==> config.mk <==
export PLATFORM = sky130hd
export DESIGN_NAME = vq_ingress_ctl
export DESIGN_NICKNAME = d
export VERILOG_FILES = /design/src/rtl/vq_ingress_pkg.sv /design/src/rtl/vq_rr_pick.sv /design/src/rtl/vq_cong_flags.sv /design/src/rtl/vq_flow_slot.sv /design/src/rtl/vq_ingress_ctl.sv
export SDC_FILE = /design/constraint.sdc
export NUM_CORES = 1
export LEC_CHECK = 0
export BUFFER_PORTS_ARGS = -buffer_cell sky130_fd_sc_hd__buf_2
export CORE_ASPECT_RATIO = 1.5
export CORE_MARGIN = 4
export CORE_UTILIZATION = 64
export DETAILED_ROUTE_END_ITERATION = 12
export GPL_TIMING_DRIVEN = 0
export PLACE_DENSITY_LB_ADDON = 0.25
export SLEW_MARGIN = 20
export SYNTH_ARGS = -nofsm -noshare
export SYNTH_HDL_FRONTEND = slang
export SYNTH_SLANG_ARGS = --single-unit
export TNS_END_PERCENT = 30
==> constraint.sdc <==
create_clock -name clk -period 8.7 [get_ports clk]
set_clock_uncertainty 0.05 [all_clocks]
set_input_delay 0 -clock clk [delete_from_list [all_inputs] [get_ports clk]]
set_output_delay 0 -clock clk [all_outputs]
set_load 0.02 [all_outputs]
==> src/rtl/vq_ingress_pkg.sv <==
package vq_ingress_pkg;

  typedef enum logic {
    SEND_GRANTED = 1'b0,
    SEND_EAGER   = 1'b1
  } send_kind_e;

  // Next index of a rotating pointer over lim positions.
  function automatic int wrap_next(input int cur, input int lim);
    return (cur + 1 >= lim) ? 0 : cur + 1;
  endfunction

endpackage

==> src/rtl/vq_rr_pick.sv <==
module vq_rr_pick #(
  parameter int N = 4,
  localparam int IW = $clog2(N)
) (
  input  logic [N-1:0]  cand,
  input  logic [IW-1:0] ptr,
  output logic          hit,
  output logic [IW-1:0] idx
);

  // First candidate at or after ptr, searching upward with wrap.
  always_comb begin
    hit = 1'b0;
    idx = '0;
    for (int k = 0; k < N; k++) begin
      if (!hit && cand[(int'(ptr) + k) % N]) begin
        hit = 1'b1;
        idx = IW'((int'(ptr) + k) % N);
      end
    end
  end

endmodule

==> src/rtl/vq_cong_flags.sv <==
module vq_cong_flags #(
  parameter int NQ = 4,
  localparam int QW = $clog2(NQ)
) (
  input  logic          clk,
  input  logic          rst_n,
  input  logic          cn_valid,
  input  logic [QW-1:0] cn_out,
  input  logic          cn_set,
  output logic [NQ-1:0] congested
);

  always_ff @(posedge clk) begin
    if (!rst_n) begin
      congested <= '0;
    end else begin
      for (int q = 0; q < NQ; q++) begin
        if (cn_valid && cn_out == QW'(q)) begin
          // Notifications may be reordered: a repeat of the present
          // state flips it, a change of state applies it.
          unique case ({cn_set, congested[q]})
            2'b10:   congested[q] <= 1'b1;
            2'b11:   congested[q] <= 1'b0;
            2'b00:   congested[q] <= 1'b1;
            default: congested[q] <= 1'b0;
          endcase
        end
      end
    end
  end

endmodule

==> src/rtl/vq_flow_slot.sv <==
module vq_flow_slot
  import vq_ingress_pkg::*;
#(
  parameter int NR = 4,
  parameter int CW = 3,
  parameter int AW = 8,
  localparam int RW = $clog2(NR)
) (
  input  logic          clk,
  input  logic          rst_n,
  input  logic          nonempty,
  input  logic [AW-1:0] age,
  input  logic [AW:0]   age_lim,
  input  logic [CW-1:0] req_max,
  input  logic          congested,
  input  logic          share_ok,
  input  logic [NR-1:0] xp_credit,
  input  logic          grant_hit,
  input  logic          req_take,
  input  logic          take_granted,
  input  logic          take_eager,
  output logic          req_ok,
  output logic          eager_ok,
  output logic          gdisp_ok,
  output logic          edisp_ok,
  output logic [RW-1:0] req_route,
  output logic [RW-1:0] cell_route,
  output logic [CW-1:0] pend,
  output logic [CW-1:0] gcnt
);

  logic          grant_eff;
  logic [CW:0]   outstanding;
  logic          credit_here;
  logic [RW-1:0] rptr;
  logic [RW-1:0] cptr;

  // A grant with nothing pending is stray and dropped.
  assign grant_eff   = grant_hit && (pend != '0);
  assign outstanding = {1'b0, pend} + {1'b0, gcnt};
  assign credit_here = xp_credit[cptr];

  assign eager_ok = nonempty && (pend == '0) && (gcnt == '0) &&
                    ({1'b0, age} < age_lim) && !congested && share_ok;
  assign req_ok   = nonempty && (outstanding < {1'b0, req_max}) && !eager_ok;
  assign gdisp_ok = nonempty && (gcnt != '0) && credit_here;
  assign edisp_ok = eager_ok && credit_here;

  assign req_route  = rptr;
  assign cell_route = cptr;

  always_ff @(posedge clk) begin
    if (!rst_n) begin
      pend <= '0;
      gcnt <= '0;
      rptr <= '0;
      cptr <= '0;
    end else begin
      pend <= pend + CW'(req_take) - CW'(grant_eff);
      gcnt <= gcnt + CW'(grant_eff) - CW'(take_granted);
      if (req_take) begin
        rptr <= RW'(wrap_next(int'(rptr), NR));
      end
      if (take_granted || take_eager) begin
        cptr <= RW'(wrap_next(int'(cptr), NR));
      end
    end
  end

endmodule

==> src/rtl/vq_ingress_ctl.sv <==
module vq_ingress_ctl
  import vq_ingress_pkg::*;
#(
  parameter int NQ = 4,
  parameter int NR = 4,
  parameter int CW = 3,
  parameter int EW = 4,
  parameter int AW = 8,
  localparam int QW = $clog2(NQ),
  localparam int RW = $clog2(NR)
) (
  input  logic             clk,
  input  logic             rst_n,
  input  logic [EW-1:0]    cfg_eager_max,
  input  logic [CW-1:0]    cfg_req_max,
  input  logic [AW-1:0]    cfg_rtt,
  input  logic [NQ-1:0]    q_nonempty,
  input  logic [NQ*AW-1:0] hol_age,
  input  logic [NR-1:0]    xp_credit,
  input  logic             grant_valid,
  input  logic [QW-1:0]    grant_q,
  input  logic             ack_valid,
  input  logic             cn_valid,
  input  logic [QW-1:0]    cn_out,
  input  logic             cn_set,
  output logic             req_valid,
  input  logic             req_ready,
  output logic [QW-1:0]    req_q,
  output logic [RW-1:0]    req_route,
  output logic             cell_valid,
  input  logic             cell_ready,
  output logic [QW-1:0]    cell_q,
  output logic [RW-1:0]    cell_route,
  output logic             cell_eager
);

  logic [AW:0]     age_lim;
  logic [EW-1:0]   ecnt;
  logic            share_ok;
  logic [NQ-1:0]   cong_vec;
  logic [NQ-1:0]   req_vec;
  logic [NQ-1:0]   eager_vec;
  logic [NQ-1:0]   gdisp_vec;
  logic [NQ-1:0]   edisp_vec;
  logic [RW-1:0]   rroute [NQ];
  logic [RW-1:0]   croute [NQ];
  logic [NQ*CW-1:0] pend_flat;
  logic [NQ*CW-1:0] gnt_flat;
  logic [QW-1:0]   req_ptr;
  logic [QW-1:0]   cell_ptr;
  logic            g_hit;
  logic            e_hit;
  logic [QW-1:0]   g_idx;
  logic [QW-1:0]   e_idx;
  send_kind_e      kind;
  logic            req_fire;
  logic            cell_fire;
  logic            eager_fire;
  logic            ack_dec;

  // Age limit is one and a half round-trip times.
  assign age_lim  = {1'b0, cfg_rtt} + {2'b00, cfg_rtt[AW-1:1]};
  assign share_ok = ecnt < cfg_eager_max;

  vq_cong_flags #(.NQ(NQ)) u_cong (
    .clk       (clk),
    .rst_n     (rst_n),
    .cn_valid  (cn_valid),
    .cn_out    (cn_out),
    .cn_set    (cn_set),
    .congested (cong_vec)
  );

  for (genvar g = 0; g < NQ; g++) begin : g_slot
    vq_flow_slot #(.NR(NR), .CW(CW), .AW(AW)) u_slot (
      .clk          (clk),
      .rst_n        (rst_n),
      .nonempty     (q_nonempty[g]),
      .age          (hol_age[g*AW +: AW]),
      .age_lim      (age_lim),
      .req_max      (cfg_req_max),
      .congested    (cong_vec[g]),
      .share_ok     (share_ok),
      .xp_credit    (xp_credit),
      .grant_hit    (grant_valid && grant_q == QW'(g)),
      .req_take     (req_fire && req_q == QW'(g)),
      .take_granted (cell_fire && !cell_eager && cell_q == QW'(g)),
      .take_eager   (eager_fire && cell_q == QW'(g)),
      .req_ok       (req_vec[g]),
      .eager_ok     (eager_vec[g]),
      .gdisp_ok     (gdisp_vec[g]),
      .edisp_ok     (edisp_vec[g]),
      .req_route    (rroute[g]),
      .cell_route   (croute[g]),
      .pend         (pend_flat[g*CW +: CW]),
      .gcnt         (gnt_flat[g*CW +: CW])
    );
  end

  vq_rr_pick #(.N(NQ)) u_req_pick (
    .cand (req_vec),
    .ptr  (req_ptr),
    .hit  (req_valid),
    .idx  (req_q)
  );

  vq_rr_pick #(.N(NQ)) u_gnt_pick (
    .cand (gdisp_vec),
    .ptr  (cell_ptr),
    .hit  (g_hit),
    .idx  (g_idx)
  );

  vq_rr_pick #(.N(NQ)) u_eag_pick (
    .cand (edisp_vec),
    .ptr  (cell_ptr),
    .hit  (e_hit),
    .idx  (e_idx)
  );

  // Granted cells take precedence over eager ones.
  assign kind       = g_hit ? SEND_GRANTED : SEND_EAGER;
  assign cell_valid = g_hit || e_hit;
  assign cell_q     = g_hit ? g_idx : e_idx;
  assign cell_eager = cell_valid && (kind == SEND_EAGER);
  assign cell_route = croute[cell_q];
  assign req_route  = rroute[req_q];

  assign req_fire   = req_valid && req_ready;
  assign cell_fire  = cell_valid && cell_ready;
  assign eager_fire = cell_fire && cell_eager;
  assign ack_dec    = ack_valid && (ecnt != '0);

  always_ff @(posedge clk) begin
    if (!rst_n) begin
      req_ptr  <= '0;
      cell_ptr <= '0;
      ecnt     <= '0;
    end else begin
      if (req_fire) begin
        req_ptr <= QW'(wrap_next(int'(req_q), NQ));
      end
      if (cell_fire) begin
        cell_ptr <= QW'(wrap_next(int'(cell_q), NQ));
      end
      unique case ({eager_fire, ack_dec})
        2'b10:   ecnt <= ecnt + EW'(1);
        2'b01:   ecnt <= ecnt - EW'(1);
        default: ecnt <= ecnt;
      endcase
    end
  end

endmodule

==> flow_metrics.py <==
metrics = {
    "power_and_ir_drop": {
        "power-per-cell-area_mw_per_mm2": 278,
        "p_total_w": 0.00169,
        "highest_ir_drop_seen_on_vdd_mv": 0.251,
        "leakage_power_nw": 2.90,
    },
    "yosys": {
        "synth_edf_count": 0,
        "synth_top_area_share_pct": 20.3,
        "avgSynthCellArea_um2": 8.82,
        "synth-warning-count": 0,
        "yosysSeqAreaShare_pct": 19.2,
        "synth_nets": 784,
        "multiplexer_share_of_the_synthesized_area_pct": 5.19,
        "yosysMostFrequentCell": "sky130_fd_sc_hd__ha_1",
        "ys_ff_latch": 52,
        "synthXorXnorAreaFrac_pct": 5.01,
        "synth.cell_area_mm2": 0.00542,
        "count_of_mapped_cells_out_of_synthesis": 615,
        "synthFlopType": "sky130_fd_sc_hd__dfxtp_1",
        "synthTopCellsByCount": "sky130_fd_sc_hd__ha_1, sky130_fd_sc_hd__inv_1, sky130_fd_sc_hd__dfxtp_1",
        "yosys.area_share.adder_pct": 25.5,
        "synth_area_leader_cell": "sky130_fd_sc_hd__ha_1",
        "synth_area_leaders": "sky130_fd_sc_hd__ha_1, sky130_fd_sc_hd__dfxtp_1, sky130_fd_sc_hd__fa_1",
        "synthSimpleGateAreaFrac_pct": 21.1,
        "synth_top_family_by_area": "adder cells",
        "ffs_w_async_s_r_synth_pct": 0,
        "ys_types": 68,
        "synth-compound-area-share_pct": 18.9,
    },
    "timing": {
        "final_min_period_over_clock_period_pct": 63.5,
        "timing.final.max_slew_violations": 0,
        "setup_failing_eps_final": 0,
        "unrepaired_setup_endpoints_after_global_routing": "no",
        "hold_viol_final": 0,
        "finalWorstPathRequiredPeriod_ps": 5530,
        "max_slew.worst_pin.slew_ps": 772,
        "max_slew_margin_pct": 48.2,
        "fin_setup_tns_ps": 0,
        "clock.fmax_mhz": 181,
    },
    "setup_path": {
        "required_ps": 8850,
        "cp_top_family": "compound AO/OA/AOI/OAI gates",
        "timing_worst_setup_path_type": "input port to flop",
        "endpoint_kind_of_the_worst_setup_timing_path": "flop",
        "cp_num_buf_inv": 4,
        "timing.critical_path.depth": 29,
        "cp_launch_type": "input port",
        "reg2reg_setup_slack_ps": 3730,
        "path_max_fanout": 6,
        "crit_path_max_incr_delay_ps": 650,
        "reg2regPathDepth": 21,
        "cpMostUsedCell": "sky130_fd_sc_hd__ha_1",
        "worst_path_max_delay_cell": "sky130_fd_sc_hd__a211oi_1",
        "timing.critical_path.arrival_ps": 5670,
    },
    "route": {
        "number_of_nets_with_antenna_violations_after_routing": 0,
        "initialDrtViolationCount": 180,
        "vias": 4803,
        "drt_wl_total_mm": 13.2,
        "drt_pre_antenna_iters": 4,
        "routed_wire_length_per_instance_um": 16.5,
        "avgViaCountPerCell": 5.97,
        "drt_drc_violations_left": 0,
    },
    "clock_tree": {
        "worstSkewPairLatency_ps": 300,
        "cts_max_level": 2,
        "deepest_clock_path_buffer_count": 2,
        "tritoncts_clock_tree": "yes",
        "cts.sink_count": 52,
        "post_cts_hold_buffer_count": 1,
        "cts.clk_slew.worst_paths_ps": 70,
        "postCtsResizedCells": 0,
        "cts-root-buf": "sky130_fd_sc_hd__clkbuf_16",
        "post-cts-setup-buffers": 0,
        "cts_buffers": 5,
    },
    "place": {
        "final_weighted_congestion_of_routability_driven_global_placement": 0.870,
        "place.port_buffers": 75,
        "dp_hpwl_mm": 11.0,
    },
    "grt": {
        "antenna_found_initial": 0,
        "via_count_of_the_first_global_routing_pass": 4984,
        "grt_first_pass_wirelength_mm": 22.5,
        "largest_net_degree_at_the_start_of_global_routing": 19,
        "grtUsageTotal_pct": 27.1,
        "grt.overflow.total": 0,
    },
    "final_layout": {
        "antenna_cells_inserted": 0,
        "area_growth_syn_to_layout_pct": 12.3,
        "final_layout_size_suffix_gt1_share_pct": 17.0,
        "final_nets": 867,
    },
    "die": {
        "boundaryPins": 78,
        "die_width_um": 83.2,
        "floorplan.die_area_mm2": 0.0100,
        "placeableCoreArea_mm2": 0.00816,
        "core.rowCount": 40,
        "die_y_um": 121,
        "initial_core_util_pct": 66.5,
    },
    "job": {
        "maxcap_viol_count": 0,
    },
    "run_status": {
        "outcome": "finished clean",
    },
    "hold_path": {
        "worst_hold_path_type": "input port to flop",
        "holdPathStages": 4,
    },
}
cell families after synthesis:
family,Yosys count
simple gates,205
compound gates,136
fa+ha+maj,102
buf+inv,66
flops,52
xor+xnor,31
mux,23
worst paths after layout:
path	startpoint	to
max	cfg_rtt[1]	g_slot[3].u_slot.pend[2]
min	cn_out[0]	u_cong.congested[1]
max reg2reg	g_slot[1].u_slot.pend[0]	g_slot[3].u_slot.pend[2]
min reg2reg	g_slot[1].u_slot.req_route[1]	g_slot[1].u_slot.req_route[1]
through the flow:
step | setup WS (ps) | utilization, % | hold WS (ps) | area (µm²) | std cells
floorplan | 3640 | - | 138 | 5420 | 615
global placement | 3060 | 72.7 | 283 | 5930 | 795
detailed placement | 2910 | 72.7 | 297 | 5930 | 795
CTS | 3170 | 74.7 | 37.2 | 6090 | 804
global route | 2580 | 74.7 | 72.3 | 6090 | 804
finish | 3170 | 74.7 | 38.5 | 6090 | 804
tightest hold or removal path, delay by kind of cell:
kind	cells	cell delay, ps
simple gates	2	150
buf+inv	1	120
compound gates	1	70
report_power, final:
group / switching (W) / internal (W) / leakage [nW] / total (W)
sequential: 0.0000654 / 0.000294 / 0.422 / 0.000359
combinational: 0.000648 / 0.000478 / 2.40 / 0.00113
clock: 0.0000994 / 0.000109 / 0.0719 / 0.000209
total: 0.000813 / 0.000881 / 2.90 / 0.00169
sequential cells by signal, indices dropped and copies added, names as in the netlist:
signal and cells:
req_ptr 2, g_slot.u_slot.req_route 8, g_slot.u_slot.pend 12, cell_ptr 2, g_slot.u_slot.cell_route 8, ecnt 4, u_cong.congested 4, g_slot.u_slot.gcnt 12
layout make-up:
cell class                 instances  area, µm²
tap                              105        131
clock buffer                       5        125
multi-input combinational        497       4100
clock inverter                     3       27.5
inverter                          55        219
buffer                            11       60.1
fill                             620       2070
timing repair buffer              76        385
sequential                        52       1040
placed cells by master (no fill, tap or decap), types with 3 or more instances in the layout:
cell type / n
sky130_fd_sc_hd__nor3_1: 24
sky130_fd_sc_hd__nor2_1: 24
sky130_fd_sc_hd__a211oi_1: 6
sky130_fd_sc_hd__clkbuf_1: 8
sky130_fd_sc_hd__or3_1: 13
sky130_fd_sc_hd__a21o_1: 6
sky130_fd_sc_hd__nand3_1: 10
sky130_fd_sc_hd__and2_1: 27
sky130_fd_sc_hd__nand3b_1: 3
sky130_fd_sc_hd__xor2_1: 11
sky130_fd_sc_hd__fa_1: 14
sky130_fd_sc_hd__clkbuf_16: 5
sky130_fd_sc_hd__a21boi_1: 6
sky130_fd_sc_hd__dfxtp_1: 52
sky130_fd_sc_hd__nand2b_1: 14
sky130_fd_sc_hd__a21boi_0: 11
sky130_fd_sc_hd__a211oi_2: 5
sky130_fd_sc_hd__buf_2: 75
sky130_fd_sc_hd__ha_1: 88
sky130_fd_sc_hd__o21a_1: 6
sky130_fd_sc_hd__inv_1: 53
sky130_fd_sc_hd__o211ai_1: 8
sky130_fd_sc_hd__nor3b_1: 18
sky130_fd_sc_hd__mux4_2: 4
sky130_fd_sc_hd__nor2b_1: 10
sky130_fd_sc_hd__nand2_1: 45
sky130_fd_sc_hd__and3_1: 4
sky130_fd_sc_hd__o31ai_1: 6
sky130_fd_sc_hd__a21oi_1: 29
sky130_fd_sc_hd__xnor2_1: 20
sky130_fd_sc_hd__mux2i_1: 18
sky130_fd_sc_hd__nand2_2: 3
sky130_fd_sc_hd__o21ai_0: 23
layer usage:
layer | track usage (%) | up-vias | part of all wire (%)
met5 | 0 | - | 0
met4 | 14.6 | 0 | 5.1
met3 | 4.02 | 38 | 4.4
met2 | 50.8 | 130 | 52
met1 | 28.8 | 2267 | 38
li1 | - | 2368 | -
(Power assumes the default switching activity.)
